<file path="config.mk">
export PLATFORM = sky130hd
export DESIGN_NAME = absacc_stream
export DESIGN_NICKNAME = d
export VERILOG_FILES = /design/src/rtl/absacc_pkg.sv /design/src/rtl/absacc_guard.sv /design/src/rtl/absacc_sum.sv /design/src/rtl/absacc_slot.sv /design/src/rtl/absacc_stream.sv
export SDC_FILE = /design/constraint.sdc
export NUM_CORES = 1
export LEC_CHECK = 0
export BUFFER_PORTS_ARGS = -buffer_cell sky130_fd_sc_hd__clkbuf_2
export CAP_MARGIN = 20
export CELL_PAD_IN_SITES_DETAIL_PLACEMENT = 1
export CELL_PAD_IN_SITES_GLOBAL_PLACEMENT = 1
export CORE_ASPECT_RATIO = 0.75
export CORE_UTILIZATION = 44
export DETAILED_ROUTE_END_ITERATION = 8
export PLACE_DENSITY = 0.88
export SLEW_MARGIN = 30
export SYNTH_ARGS = -nofsm -noshare
export SYNTH_HDL_FRONTEND = slang
export SYNTH_SLANG_ARGS = --single-unit
</file>
<file path="constraint.sdc">
create_clock -name clk -period 9.9 [get_ports clk]
set_clock_uncertainty 0.1 [all_clocks]
set_input_delay 1.485 -clock clk [delete_from_list [all_inputs] [get_ports clk]]
set_output_delay 1.485 -clock clk [all_outputs]
set_load 0.02 [all_outputs]
</file>
<file path="src/rtl/absacc_pkg.sv">
package absacc_pkg;

    typedef enum logic {
        SLOT_EMPTY = 1'b0,
        SLOT_HELD  = 1'b1
    } slot_state_t;

    typedef enum logic [1:0] {
        ACT_IDLE = 2'd0,
        ACT_ADD  = 2'd1,
        ACT_SUB  = 2'd2
    } action_t;

endpackage

</file>
<file path="src/rtl/absacc_guard.sv">
module absacc_guard
    import absacc_pkg::*;
#(
    parameter int DATA_W = 8,
    parameter int SUM_W  = 12
) (
    input  logic              fire,
    input  logic [DATA_W-1:0] token,
    output action_t           act,
    output logic [SUM_W-1:0]  operand
);
    localparam int EXT_W = SUM_W - DATA_W;

    // Sign-extend the token to accumulator width.
    assign operand = {{EXT_W{token[DATA_W-1]}}, token};

    // Two mutually exclusive guards, selected by the sign bit.
    always_comb begin
        if (!fire)
            act = ACT_IDLE;
        else if (token[DATA_W-1])
            act = ACT_SUB;
        else
            act = ACT_ADD;
    end
endmodule

</file>
<file path="src/rtl/absacc_sum.sv">
module absacc_sum
    import absacc_pkg::*;
#(
    parameter int DATA_W = 8,
    parameter int SUM_W  = 12
) (
    input  logic             clk,
    input  logic             rst,
    input  action_t          act,
    input  logic [SUM_W-1:0] operand,
    output logic [SUM_W-1:0] sum_q,
    output logic [SUM_W-1:0] sum_d
);
    localparam logic [SUM_W-1:0] MAX_STEP = SUM_W'(1) << (DATA_W - 1);

    always_comb begin
        unique case (act)
            ACT_ADD: sum_d = sum_q + operand;
            ACT_SUB: sum_d = sum_q - operand;
            default: sum_d = sum_q;
        endcase
    end

    always_ff @(posedge clk) begin
        if (rst)
            sum_q <= '0;
        else
            sum_q <= sum_d;
    end

    // one firing moves the total by at most 2^(DATA_W-1), modulo wrap.
    p_step_bound_r7: assert property (@(posedge clk) disable iff (rst)
        (act != ACT_IDLE) |=> ((sum_q - $past(sum_q)) <= MAX_STEP));

    // an idle cycle leaves the total alone.
    p_idle_keep_r5: assert property (@(posedge clk) disable iff (rst)
        (act == ACT_IDLE) |=> $stable(sum_q));
endmodule

</file>
<file path="src/rtl/absacc_slot.sv">
module absacc_slot
    import absacc_pkg::*;
#(
    parameter int SUM_W = 12
) (
    input  logic             clk,
    input  logic             rst,
    input  logic             fire,
    input  logic [SUM_W-1:0] next_sum,
    input  logic             out_ready,
    output logic             accept,
    output logic             out_valid,
    output logic [SUM_W-1:0] out_data
);
    slot_state_t state_q, state_d;

    always_comb begin
        state_d = state_q;
        unique case (state_q)
            SLOT_EMPTY: if (fire) state_d = SLOT_HELD;           // load
            SLOT_HELD:  if (fire) state_d = SLOT_HELD;           // refill
                        else if (out_ready) state_d = SLOT_EMPTY; // drain
                        else state_d = SLOT_HELD;                 // stall
            default:    state_d = SLOT_EMPTY;
        endcase
    end

    always_ff @(posedge clk) begin
        if (rst)
            state_q <= SLOT_EMPTY;
        else
            state_q <= state_d;
    end

    always_ff @(posedge clk) begin
        if (rst)
            out_data <= '0;
        else if (fire)
            out_data <= next_sum;
    end

    assign out_valid = (state_q == SLOT_HELD);
    assign accept    = (state_q == SLOT_EMPTY) || out_ready;

    // a stalled token stays put.
    p_hold_r6: assert property (@(posedge clk) disable iff (rst)
        (out_valid && !out_ready) |=> (out_valid && $stable(out_data)));

    // every firing lands a token in the slot.
    p_fire_emits_r4: assert property (@(posedge clk) disable iff (rst)
        fire |=> out_valid);
endmodule

</file>
<file path="src/rtl/absacc_stream.sv">
module absacc_stream
    import absacc_pkg::*;
#(
    parameter int DATA_W  = 8,
    parameter int GUARD_W = 4
) (
    input  logic                       clk,
    input  logic                       rst,
    input  logic                       in_valid,
    output logic                       in_ready,
    input  logic [DATA_W-1:0]          in_data,
    output logic                       out_valid,
    input  logic                       out_ready,
    output logic [DATA_W+GUARD_W-1:0]  out_data
);
    localparam int SUM_W = DATA_W + GUARD_W;

    logic             fire;
    action_t          act;
    logic [SUM_W-1:0] operand;
    logic [SUM_W-1:0] sum_q;
    logic [SUM_W-1:0] sum_d;

    assign fire = in_valid && in_ready;

    absacc_guard #(.DATA_W(DATA_W), .SUM_W(SUM_W)) guard_i (
        .fire    (fire),
        .token   (in_data),
        .act     (act),
        .operand (operand)
    );

    absacc_sum #(.DATA_W(DATA_W), .SUM_W(SUM_W)) sum_i (
        .clk     (clk),
        .rst     (rst),
        .act     (act),
        .operand (operand),
        .sum_q   (sum_q),
        .sum_d   (sum_d)
    );

    absacc_slot #(.SUM_W(SUM_W)) slot_i (
        .clk       (clk),
        .rst       (rst),
        .fire      (fire),
        .next_sum  (sum_d),
        .out_ready (out_ready),
        .accept    (in_ready),
        .out_valid (out_valid),
        .out_data  (out_data)
    );

    // the held token is the total after its own update.
    p_out_is_total_r4: assert property (@(posedge clk) disable iff (rst)
        out_valid |-> (out_data == sum_q));

    // the cycle after reset has an empty slot and a zero total.
    p_reset_clear_r1: assert property (@(posedge clk) disable iff (rst)
        $past(rst) |-> (!out_valid && (sum_q == '0)));

    // a non-negative token moves the total up by its value.
    p_add_r2: assert property (@(posedge clk) disable iff (rst)
        (fire && !in_data[DATA_W-1]) |=>
            ((sum_q - $past(sum_q)) == SUM_W'($past(in_data))));

    // a negative token moves the total down by its value.
    p_sub_r3: assert property (@(posedge clk) disable iff (rst)
        (fire && in_data[DATA_W-1]) |=>
            (($past(sum_q) - sum_q) == {{GUARD_W{1'b1}}, $past(in_data)}));

    // no consumption while the slot is stalled.
    p_stall_block_r6: assert property (@(posedge clk) disable iff (rst)
        (out_valid && !out_ready) |-> !fire);
endmodule

</file>
**Yosys cells after proc, flatten, opt, wreduce, memory -nomap -nowiden**

Cells that the tools add are included.

- Flip-flop bits (word level): 25
- Bits of input ports: 12
- Output and inout bits: 14
- Word-level logic and storage cells: 17

- Add/subtract/negate cells: 2
- Equality and inequality tests: 2
- Multiplexer cells: 7
- Bitwise operators: 1
- Reductions and logical operators: 2

Operator list:

| operator | number |
|---|---|
| $pmux 12 s2 | 1 |
| $add 12x12->12 | 1 |
| $sub 12x12->12 | 1 |
| $mux 2 | 2 |
| $mux 1 | 3 |
| $eq 2x1->1 const B | 1 |
| $eq 2x2->1 const B | 1 |
| $pmux 1 s2 | 1 |
| $logic_and 1x1->1 | 1 |
| $logic_or 1x1->1 | 1 |
| $not 1->1 | 1 |

**Logic depth before layout (Yosys ltp)**

Gate-level depths: netlist of run 1.

- Depth in word-level cells: 6
- Gate-level depth with buffers: 14
- Mapped depth without buffers: 12

**Modules after synthesis**

From an unflattened synthesis of run 1, not the netlist that was laid out.

- Cells, all modules: 218
- Area total of the unflattened synthesis: 1831.8 µm²

Modules (own cells, without submodules):

| module | times used | cells an instance | area each (µm²) | seq. area each (µm²) |
|---|---|---|---|---|
| absacc_sum | 1 | 160 | 1242.4 | 240.2 |
| absacc_slot | 1 | 43 | 476.7 | 260.2 |
| absacc_guard | 1 | 14 | 106.4 | 0.0 |
| absacc_stream | 1 | 1 | 6.3 | 0.0 |

**Worst setup path before layout of run 1**

Ideal clock, no wire load.

- Kind: input to register
- Start: input port out_ready
- End: register sum_i.sum_q[11]
- Setup time: 0.123 ns
- Arrival time: 4.202 ns
- Path slack: 5.474 ns
- Stages on the path: 14
- Path buffers: 2
- Cells stage by stage: nand2b_1 > and2_1 > buf_2 > nand2_1 > o41ai_1 > xor2_1 > ha_1 > clkbuf_2 > a21o_1 > a31o_2 > a31oi_1 > o31a_2 > mux2i_1 > mux2_1

- Word-level cells in the longest chain between the ends: 5
- Elaborated cells on any way between the ends: 6
- Those cells by class: eq/ne (2); mux (2); reduce/logical (2)

Ends and longest elaborated chain:

| what | line | source |
|---|---|---|
| from (decl) | absacc_stream.sv:13 | `input logic out_ready,` |
| $logic_or 1x1->1 * | absacc_slot.sv:43 | `assign accept = (state_q == SLOT_EMPTY) \|\| out_ready;` |
| $logic_and 1x1->1 * | absacc_stream.sv:24 | `assign fire = in_valid && in_ready;` |
| $mux 2 * | absacc_guard.sv:19 | `if (!fire)` |
| $eq 2x2->1 / $eq 2x1->1 (equally long branches) | absacc_sum.sv:17 | `unique case (act)` |
| $pmux 12 s2 * | absacc_sum.sv:17 |  |
| to (signal assigned) | absacc_sum.sv:28 | `sum_q <= sum_d;` |
| to (decl) | absacc_sum.sv:11 | `output logic [SUM_W-1:0] sum_q,` |

Mark *: on every way between the ends. The rest lies on a longest branch, timed or not.
A chain may end at the register's enable or synchronous reset.

**Final worst setup path of run 1**

Ends and elaborated chain as after synthesis.

==> run_results.csv, run 1 <==
group,metric,value,unit
global_route,grt_pass1_vias,1462,
yosys,syn_avg_cell_area,8.358,µm²
detailed_routing,routed_wl,3851,µm
yosys,syn_area,1488,µm²
die,dieWidth,69.14,µm
sta,slew_violations,0,
setup_path,slowest_delay,0.62,ns
die,core-area,3084,µm²
die,initial_core_util,48.24,%
sta,max_freq,210.0,MHz
setup_path,worstSetupEndpointType,"register",
clocking,tritoncts,"done",
yosys,synthCells,178,
clocking,clkSinkCount,25,
sta,setup_violations,0,
setup_path,reg2reg_from,"slot_i.out_valid",
clocking,cts_resized,0,
worst_hold_path,min_path_type,"reg -> reg",
placed_design,dpl_cell_area,1635,µm²
detailed_routing,drtPass1Iterations,4,
detailed_routing,vias,1367,
yosys,async_reset_ff_share,0,%
yosys,synth.largest_area_cell,"dfxtp_1",
global_route,grt_pass1_wl,6568,µm
yosys,syn-num-nets,203,
setup_path,r2r_slack,6.14,ns
worst_hold_path,holdPathEnd,"slot_i.out_data[3]",
layout,seq_area,500.5,µm²
setup_path,start_kind,"input port",
die,die_h,52.36,µm
power_and_ir_drop,p_leak,0.7737,nW
power_and_ir_drop,p_per_area,178.4,nW/µm²
status,status,"complete, no violations",
die,fp.dieArea,3620,µm²
detailed_routing,detail_route.iter0.violations,54,
setup_path,cp.arrival,4.82,ns
power_and_ir_drop,sw_frac_of_total,37.06,%
yosys,synth_edf_count,0,
clocking,htree_levels,1,
layout,fin_area,1682,µm²
setup_path,cp_max_fo,19,
sta,tns,0,ns
power_and_ir_drop,p_int,0.0001888,W
power_and_ir_drop,switchingPower,0.0001112,W
placed_design,gp_congestion,0.8643,
global_route,antenna_found_initial,0,
detailed_routing,wl_per_cell,16.11,µm
clocking,clockRootBuffer,"clkbuf_8",
clocking,cts.path.max_buffers,2,
global_route,track_usage,23.56,%
yosys,seq_area_frac_synth,33.64,%
layout,multi_input_area,932.1,µm²
detailed_routing,via_per_inst,5.720,
setup_path,cpMaxStageDelayCell,"and2_1",
detailed_routing,drtAntennaViolNets,0,
power_and_ir_drop,power_frac_comb,38.1,%
setup_path,critical_path.cell_chain,"clkbuf_2 -> nand2b_1 -> and2_1 -> nand2_1 -> o21ai_0 -> xor2_1 -> ha_1 -> a21o_1 -> a31o_2 -> a31oi_1 -> o31a_2 -> mux2i_1 -> mux2_1",
setup_path,r2r-end,"sum_i.sum_q[11]",
layout,nets,227,
setup_path,critPathTopFamily,"compound AO/OA/AOI/OAI gates",
yosys,yosysWarnings,0,
clocking,cts.hold.buffers_added,0,
global_route,grt_max_degree,22,
setup_path,r2r_cells,12,
global_route,grt_overflow,0,
sta,period_share,48.09,%
placed_design,hpwlAfterDp,2933,µm
setup_path,critPathKind,"in -> reg",
sta,rsz0062_at_grt,"no",
power_and_ir_drop,p_clk_share,20.8,%
layout,fill_cells,388,
sta,relSlewSlack,51.65,%
flow_run,drv_cap,0,
sta,final.min_clock_period,4.761,ns
yosys,synth_flop_cell,"dfxtp_1",
power_and_ir_drop,irDropWorstVdd,0.07907,mV
yosys,netlist-cell-type-count,38,
sta,finalHoldViolCount,0,
yosys,yosys.area.top_type_share,33.64,%
sta,worst_pin_slew,0.7252,ns
die,rows,17,
clocking,numCtsBuffers,3,
layout,syn_to_final_growth,13.04,%
setup_path,critPathRequiredTime,9.96,ns
layout,diodes,0,
die,ios,26,
placed_design,portBuffers,25,
clocking,clock_latency,0.28,ns
clocking,path_clk_slew,0.08,ns
clocking,cts_setup_buffers,0,
yosys,ys_ff_latch,25,
yosys,ys_top_cells_by_area,"dfxtp_1 (34%), ha_1 (10%), a21oi_1 (7.7%), nand2_1 (7.6%), xnor2_1 (4.1%)",
power_and_ir_drop,pwr-share-seq,41.1,%
layout,drive_gt1_share,17.91,%
setup_path,critPathBufInv,1,
detailed_routing,drcViolationCount,0,
worst_hold_path,worstHoldStart,"slot_i.out_data[3]",
worst_hold_path,hold_path_depth,2,
[layout make-up]
cell class	instances	share of cell area, %
Clock buffer	3	2.455
Sequential cell	25	29.76
Timing Repair Buffer	25	7.440
Tap cell	38	2.827
Inverter	8	1.786
Multi-Input combinational cell	139	55.43
Clock inverter	1	0.2976
[through the flow]
step / std cells / setup WS (ns) / hold WS [ns] / power, W / utilization (%)
final: 239 / 5.139 / 0.3631 / 0.0003000 / 54.52
after global routing: 239 / 4.892 / 0.4016 / 0.0003182 / 54.52
after CTS: 239 / 5.138 / 0.3679 / 0.0003020 / 54.52
after detailed placement: 235 / 4.890 / 0.3469 / 0.0002382 / 53.02
after global placement: 235 / 5.101 / 0.3352 / 0.0002308 / 53.02
after floorplan: 178 / 5.474 / 0.3315 / 0.0002082 / -
[power by group through the flow]
stage | registers, W | clock network [W] | logic, W
5_1_grt | 0.000125 | 0.0000660 | 0.000127
2_1_floorplan | 0.000133 | 0 | 0.0000754
4_1_cts | 0.000123 | 0.0000642 | 0.000114
3_3_place_gp | 0.000125 | 0 | 0.000106
3_5_place_dp | 0.000126 | 0 | 0.000112
6_report | 0.000123 | 0.0000625 | 0.000114
[worst register-to-register path, cell delays in order, from the launching register on]
cell	delay, ns
dfxtp_1	0.32
nand2b_1	0.12
and2_1	0.62
nand2_1	0.31
o21ai_0	0.19
xor2_1	0.18
ha_1	0.29
a21o_1	0.24
a31o_2	0.25
a31oi_1	0.27
o31a_2	0.23
mux2i_1	0.20
mux2_1	0.33
[placed cells by master (no fill, tap or decap), drive strengths merged, types with 2 or more instances in the layout]
cell	instances
o211ai	2
nand2b	5
mux2i	2
nand4	2
nor2	8
a22o	2
dfxtp	25
o21ai	9
o21a	3
o31ai	3
clkbuf	28
a21oi	23
or3	3
ha	12
nand2	30
inv	8
xnor2	7
o21bai	2
a21o	4
a31oi	3
xor2	6
[routing by layer]
layer / vias to the layer above / wire (µm) / share of wire [%] / GRT usage, %
met1: 651 / 1673 / 43 / 25.47
li1: 677 / - / - / -
met3: 8 / 130 / 3.4 / 5.000
met4: 0 / 64 / 1.7 / 8.163
met2: 31 / 1983 / 51 / 46.28
met5: - / 0 / 0 / 0
[worst max path at each step]
stage	from	to	slack (ns)	depth (start not counted)
floorplan	out_ready	sum_i.sum_q[11]	5.47	14
global placement	out_ready	sum_i.sum_q[11]	5.10	13
detailed placement	out_ready	sum_i.sum_q[11]	4.89	13
CTS	out_ready	sum_i.sum_q[11]	5.14	13
global route	out_ready	sum_i.sum_q[11]	4.89	13
finish	out_ready	sum_i.sum_q[11]	5.14	13
[cells in the mapped netlist, types with 2 or more instances]
library cell	n
nand2_1	30
mux2i_1	2
a22o_1	2
a31oi_1	3
o31ai_1	3
a21o_1	4
nor2_1	8
xnor2_1	7
o211ai_1	2
nand2b_1	5
o21ai_0	9
xor2_1	6
o21bai_1	2
o21a_1	3
or3_1	2
inv_1	8
clkbuf_1	3
ha_1	12
a21oi_1	23
nand4_1	2
dfxtp_1	25
[logic make-up (layout without fill, tap and decap cells)]
family	Yosys count	in the layout	synth area share (%)
XOR/XNOR	14	14	9.167
buffers and inverters	14	37	3.700
flip-flops	25	25	33.64
adder cells (fa/ha/maj)	13	13	11.44
multiplexers	3	3	2.103
AND/OR/NAND/NOR	53	53	16.48
AO/OA/AOI/OAI	56	56	23.46
[flip-flops by register name, indices dropped and copies added, names as in the netlist]
name,count
sum_i.sum_q,12
slot_i.out_valid,1
slot_i.out_data,12
(Power assumes the default switching activity.)
==> run 2, diff against run 1 <==
--- a/config.mk
+++ b/config.mk
@@ -10,9 +10,9 @@
 export CELL_PAD_IN_SITES_DETAIL_PLACEMENT = 1
 export CELL_PAD_IN_SITES_GLOBAL_PLACEMENT = 1
 export CORE_ASPECT_RATIO = 0.75
-export CORE_UTILIZATION = 44
+export CORE_UTILIZATION = 41
 export DETAILED_ROUTE_END_ITERATION = 8
-export PLACE_DENSITY = 0.88
+export PLACE_DENSITY = 0.83
 export SLEW_MARGIN = 30
 export SYNTH_ARGS = -nofsm -noshare
 export SYNTH_HDL_FRONTEND = slang
==> constraint.sdc (replaced) <==
create_clock -name clk -period 4.7 [get_ports clk]
set_clock_uncertainty 0.1 [all_clocks]
set_input_delay 0.705 -clock clk [delete_from_list [all_inputs] [get_ports clk]]
set_output_delay 0.705 -clock clk [all_outputs]
set_load 0.02 [all_outputs]
==> run 2 against run 1 <==
  * Critical path type unchanged
  * Sequential cell count did not move
  * Utilization fell by 4.4 points
  * Die area rose by 7.1%
  * Via count fell by 0.37%
  * Worst setup slack got worse by 4.0 ns
  * Wire length rose by 3.7%
  * Sequential share of layout area fell by 0.18 points
  * Clock power rose by 110%
  * Critical endpoint unchanged
  * Combinational power rose by 120%
  * Non-clock buffer count rose by 1
  * Register-to-register slack got worse by 4.7 ns
  * Sequential power rose by 110%
==> run_results.csv, run 2 (synthesis gave the netlist of run 1 again) <==
group,metric,value,unit
sta,setup_ws,1.107,ns
setup_path,r2r_cells,12,
sta,worst_pin_slew,0.5259,ns
setup_path,r2r-end,"sum_i.sum_q[11]",
detailed_routing,via_per_inst,5.628,
clocking,cts_setup_buffers,0,
power_and_ir_drop,power_frac_comb,38.7,%
setup_path,worstSetupEndpointType,"register",
placed_design,portBuffers,25,
setup_path,cpMaxStageDelayCell,"ha_1",
sta,period_share,76.45,%
clocking,clock_latency,0.27,ns
clocking,cts.hold.buffers_added,0,
detailed_routing,wl_per_cell,16.50,µm
die,rows,18,
setup_path,critical_path.cell_chain,"clkbuf_2 -> inv_1 -> ha_1 -> nand2b_1 -> o41ai_1 -> xor2_1 -> ha_1 -> a21o_1 -> a31o_2 -> a31oi_1 -> o31a_2 -> mux2i_1 -> mux2_1",
sta,tns,0,ns
die,dieWidth,71.56,µm
die,fp.dieArea,3876,µm²
flow_run,drv_cap,0,
layout,drive_gt1_share,18.32,%
sta,setup_violations,0,
layout,diodes,0,
placed_design,gp_congestion,0.9012,
power_and_ir_drop,p_leak,0.7786,nW
placed_design,hpwlAfterDp,3026,µm
sta,relSlewSlack,64.85,%
setup_path,r2r_slack,1.45,ns
detailed_routing,vias,1362,
clocking,htree_levels,1,
sta,max_freq,278.3,MHz
die,initial_core_util,44.04,%
global_route,track_usage,22.43,%
worst_hold_path,min_path_type,"reg -> reg",
setup_path,cp_max_fo,7,
die,ios,26,
layout,final_cell_mix,"nand2_1 (30), clkbuf_2 (25), dfxtp_1 (25)",
setup_path,reg2reg_from,"slot_i.out_valid",
power_and_ir_drop,sw_frac_of_total,37.30,%
setup_path,cp.arrival,3.66,ns
clocking,cts_resized,0,
global_route,grt_max_degree,22,
sta,slew_violations,0,
detailed_routing,drtPass1Iterations,4,
power_and_ir_drop,pwr-share-seq,40.8,%
setup_path,slowest_delay,0.38,ns
clocking,numCtsBuffers,3,
power_and_ir_drop,irDropWorstVdd,0.1633,mV
power_and_ir_drop,p_per_area,375.9,nW/µm²
clocking,cts.path.max_buffers,2,
clocking,tritoncts,"done",
detailed_routing,drtAntennaViolNets,0,
status,status,"complete, no violations",
global_route,grt_pass1_wl,6410,µm
setup_path,critPathTopFamily,"compound AO/OA/AOI/OAI gates",
detailed_routing,routed_wl,3994,µm
sta,rsz0062_at_grt,"no",
setup_path,cp-startpoint,"in_data[0]",
sta,final.min_clock_period,3.593,ns
die,core-area,3378,µm²
setup_path,worst-path-stages,13,
setup_path,endpoint,"sum_i.sum_q[11]",
global_route,antenna_found_initial,0,
layout,nets,228,
global_route,grt_overflow,0,
layout,final_common_cell,"nand2_1",
detailed_routing,drcViolationCount,0,
clocking,clkSinkCount,25,
clocking,path_clk_slew,0.09,ns
power_and_ir_drop,p_int,0.0003987,W
setup_path,start_kind,"input port",
power_and_ir_drop,switchingPower,0.0002372,W
layout,syn_to_final_growth,13.71,%
power_and_ir_drop,p_clk_share,20.5,%
setup_path,critPathRequiredTime,4.77,ns
sta,finalHoldViolCount,0,
die,die_h,54.17,µm
setup_path,critPathBufInv,2,
setup_path,critPathKind,"in -> reg",
setup_path,cpMostUsedCell,"ha_1",
detailed_routing,detail_route.iter0.violations,50,
global_route,grt_pass1_vias,1339,
placed_design,place_ws,0.9175,ns
clocking,clockRootBuffer,"clkbuf_8",
-- run 2: changes by cell type in the layout (fill, tap and decap cells not counted), sizes merged --
cell  before  now
buf        0    1
-- run 2: worst register-to-register path, stage by stage (launching register included) --
cell,delay [ns]
dfxtp_1,0.34
nand2b_1,0.10
and2_1,0.20
nand2_1,0.16
o41ai_1,0.12
xor2_1,0.18
ha_1,0.43
a21o_1,0.23
a31o_2,0.21
a31oi_1,0.30
o31a_2,0.25
mux2i_1,0.21
mux2_1,0.33
-- run 2: through the flow --
step / cells / power [W] / hold slack, ns / util, % / area (µm²)
after floorplan: 178 / 0.0004386 / 0.3315 / - / 1488
after CTS: 242 / 0.0006401 / 0.3643 / 50.07 / 1692
after detailed placement: 238 / 0.0005050 / 0.3467 / 48.70 / 1645
after global placement: 238 / 0.0004905 / 0.3365 / 48.70 / 1645
final: 242 / 0.0006358 / 0.3633 / 50.07 / 1692
after global routing: 242 / 0.0006760 / 0.3940 / 50.07 / 1692
-- run 2: routing by layer --
metal  GRT usage [%]  vias to the layer above  part of all wire, %
met5               0                        -                    0
met4           3.595                        0                  1.1
met3           4.869                        6                  2.9
met2           44.44                       27                   52
met1           25.68                      658                   44
li1                -                      671                    -
-- run 2: area by class of cell --
cell class / count / area (µm²)
clock buffer: 3 / 41.29
clock inverter: 1 / 5.005
inverter: 8 / 30.03
timing repair buffer: 26 / 132.6
fill: 431 / 1687
multi-input combinational: 139 / 932.1
tap: 40 / 50.05
sequential: 25 / 500.5
-- run 2: how the worst min path moves through the flow --
stage / cells past startpoint / to / startpoint
2_1_floorplan: 2 / sum_i.sum_q[8] / sum_i.sum_q[8]
3_3_place_gp: 2 / slot_i.out_data[9] / slot_i.out_data[9]
3_5_place_dp: 2 / slot_i.out_data[9] / slot_i.out_data[9]
4_1_cts: 2 / slot_i.out_data[4] / slot_i.out_data[4]
5_1_grt: 2 / slot_i.out_data[4] / slot_i.out_data[4]
6_report: 2 / slot_i.out_data[4] / slot_i.out_data[4]
-- run 2: power groups by stage --
stage          Combinational [W]  Sequential, W  Clock, W
5_1_grt                 0.000272       0.000263  0.000141
3_3_place_gp            0.000228       0.000262         0
6_report                0.000246       0.000259  0.000131
4_1_cts                 0.000245       0.000260  0.000135
3_5_place_dp            0.000240       0.000265         0
2_1_floorplan           0.000159       0.000280         0
==> run 3, diff against run 2 <==
--- a/config.mk
+++ b/config.mk
@@ -10,9 +10,9 @@
 export CELL_PAD_IN_SITES_DETAIL_PLACEMENT = 1
 export CELL_PAD_IN_SITES_GLOBAL_PLACEMENT = 1
 export CORE_ASPECT_RATIO = 0.75
-export CORE_UTILIZATION = 41
+export CORE_UTILIZATION = 37
 export DETAILED_ROUTE_END_ITERATION = 8
-export PLACE_DENSITY = 0.83
+export PLACE_DENSITY = 0.79
 export SLEW_MARGIN = 30
 export SYNTH_ARGS = -nofsm -noshare
 export SYNTH_HDL_FRONTEND = slang
==> constraint.sdc (replaced) <==
create_clock -name clk -period 3 [get_ports clk]
set_clock_uncertainty 0.1 [all_clocks]
set_input_delay 0.45 -clock clk [delete_from_list [all_inputs] [get_ports clk]]
set_output_delay 0.45 -clock clk [all_outputs]
set_load 0.02 [all_outputs]
==> run 3 against run 2 <==
  * Design area increased by 17%
  * Sequential cell count unchanged
  * Critical endpoint unchanged
  * First-iteration DRC count unchanged
==> run_results.csv, run 3 (synthesis gave the netlist of run 1 again) <==
group,metric,value,unit
sta,rsz0062_at_grt,"yes",
global_route,grt_max_degree,22,
setup_path,r2r_cells,12,
sta,max_freq,340.7,MHz
detailed_routing,drtAntennaViolNets,0,
power_and_ir_drop,switchingPower,0.0003995,W
setup_path,reg2reg_from,"slot_i.out_valid",
clocking,clockRootBuffer,"clkbuf_8",
global_route,grt_overflow,0,
power_and_ir_drop,p_leak,0.9424,nW
global_route,antenna_found_initial,0,
detailed_routing,drcViolationCount,0,
sta,worst_pin_slew,0.4565,ns
sta,slew_violations,0,
setup_path,critPathRequiredTime,3.06,ns
layout,nets,256,
layout,fill_cells,487,
die,die_h,56.92,µm
sta,setup_violations,0,
global_route,grt_pass1_vias,1639,
sta,setup_ws,0.06515,ns
die,core-area,3756,µm²
power_and_ir_drop,sw_frac_of_total,36.69,%
clocking,cts_setup_buffers,0,
die,dieWidth,75.22,µm
die,ios,26,
sta,period_share,97.83,%
placed_design,gp_congestion,0.8510,
detailed_routing,via_per_inst,5.262,
placed_design,portBuffers,25,
detailed_routing,routed_wl,4441,µm
setup_path,r2r-end,"sum_i.sum_q[11]",
global_route,track_usage,23.32,%
clocking,cts.hold.buffers_added,0,
status,status,"complete, no violations",
setup_path,r2r_slack,0.18,ns
setup_path,cp_max_fo,4,
sta,tns,0,ns
flow_run,drv_cap,0,
detailed_routing,vias,1484,
power_and_ir_drop,pwr-share-seq,37.5,%
detailed_routing,wl_per_cell,15.75,µm
setup_path,start_kind,"input port",
clocking,clock_latency,0.27,ns
power_and_ir_drop,p_clk_share,18.7,%
sta,final.min_clock_period,2.935,ns
layout,drive_gt1_share,31.30,%
placed_design,hpwlAfterDp,3521,µm
die,initial_core_util,39.61,%
global_route,grt_pass1_wl,7555,µm
layout,fin_area,1981,µm²
placed_design,dpl_cell_area,1911,µm²
power_and_ir_drop,p_per_area,549.8,nW/µm²
setup_path,worstSetupEndpointType,"register",
worst_hold_path,min_path_type,"in -> reg",
clocking,htree_levels,1,
setup_path,endpoint,"sum_i.sum_q[11]",
setup_path,cpMaxStageDelayCell,"or4_4",
die,fp.dieArea,4281,µm²
setup_path,cp.arrival,3.00,ns
layout,diodes,0,
setup_path,cpMostUsedCell,"a21oi_1",
detailed_routing,detail_route.iter0.violations,50,
setup_path,cp-startpoint,"in_data[6]",
clocking,clkSinkCount,25,
sta,hold_slack,0.3235,ns
setup_path,critical_path.cell_chain,"clkbuf_2 -> or4_4 -> o31ai_1 -> ha_1 -> a21oi_1 -> o21bai_1 -> a21oi_1 -> o31a_2 -> mux2i_1 -> mux2_1",
power_and_ir_drop,power_frac_comb,43.9,%
clocking,numCtsBuffers,3,
sta,finalHoldViolCount,0,
clocking,cts.path.max_buffers,2,
layout,final_util,52.73,%
layout,final_cell_mix,"nand2_1 (29), buf_4 (29), clkbuf_2 (25), dfxtp_1 (25), a21oi_1 (21)",
die,rows,19,
detailed_routing,drtPass1Iterations,4,
power_and_ir_drop,p_int,0.0006895,W
clocking,cts_resized,0,
sta,relSlewSlack,69.57,%
layout,syn_to_final_growth,33.14,%
power_and_ir_drop,irDropWorstVdd,0.3927,mV
placed_design,place_ws,-0.2642,ns
setup_path,critPathKind,"in -> reg",
clocking,path_clk_slew,0.09,ns
setup_path,slowest_delay,0.56,ns
clocking,tritoncts,"done",
[run 3: cell count changes in the layout (fill, tap and decap cells not counted), moves of 2 or more]
cell,delta
a31oi_1,-2
a21oi_2,+2
a21oi_1,-2
buf_4,+28
[run 3: per-layer routing]
layer	track usage [%]	up-vias	routed length, µm
li1	-	730	-
met1	27.21	728	1892
met2	44.79	22	2407
met3	4.668	4	115
met4	2.381	0	26
met5	0	-	0
[run 3: final cells by class]
| cell class | count | area (µm²) | share of cell area (%) |
|---|---|---|---|
| well taps | 52 | 65.06 | 3.285 |
| repair buffers | 54 | 342.8 | 17.31 |
| flip-flops and latches | 25 | 500.5 | 25.27 |
| clock buffers | 4 | 45.04 | 2.274 |
| inverters | 8 | 30.03 | 1.516 |
| multi-input cells | 139 | 997.2 | 50.35 |
[run 3: how the worst min path moves through the flow]
stage,startpoint,to,slack (ns),cells after the start
global route,in_valid,slot_i.out_valid,0.35,3
floorplan,sum_i.sum_q[8],sum_i.sum_q[8],0.33,2
global placement,slot_i.out_data[9],slot_i.out_data[9],0.33,2
finish,in_valid,slot_i.out_valid,0.32,3
CTS,in_valid,slot_i.out_valid,0.33,3
detailed placement,slot_i.out_data[7],slot_i.out_data[7],0.35,2
[run 3: power by group through the flow]
stage               clock network [W]  logic, W  registers (W)
global placement                    0  0.000432       0.000413
detailed placement                  0  0.000459       0.000415
finish                       0.000203  0.000478       0.000408
global route                 0.000222  0.000523       0.000413
floorplan                           0  0.000271       0.000439
CTS                          0.000208  0.000469       0.000408
[run 3: worst max-delay path, delay by kind of cell]
family,cells,cell delay (ns)
adders and majority gates,1,0.33
buffers and inverters,1,0.09
and+or+nand+nor,1,0.56
AOI/OAI and AO/OA,5,1.03
muxes,2,0.54
[run 3: metrics by stage]
step | instances | total power [W]
after floorplan | 178 | 0.0007097
after global routing | 282 | 0.001158
after detailed placement | 278 | 0.0008737
final | 282 | 0.001089
after global placement | 278 | 0.0008445
after CTS | 282 | 0.001085
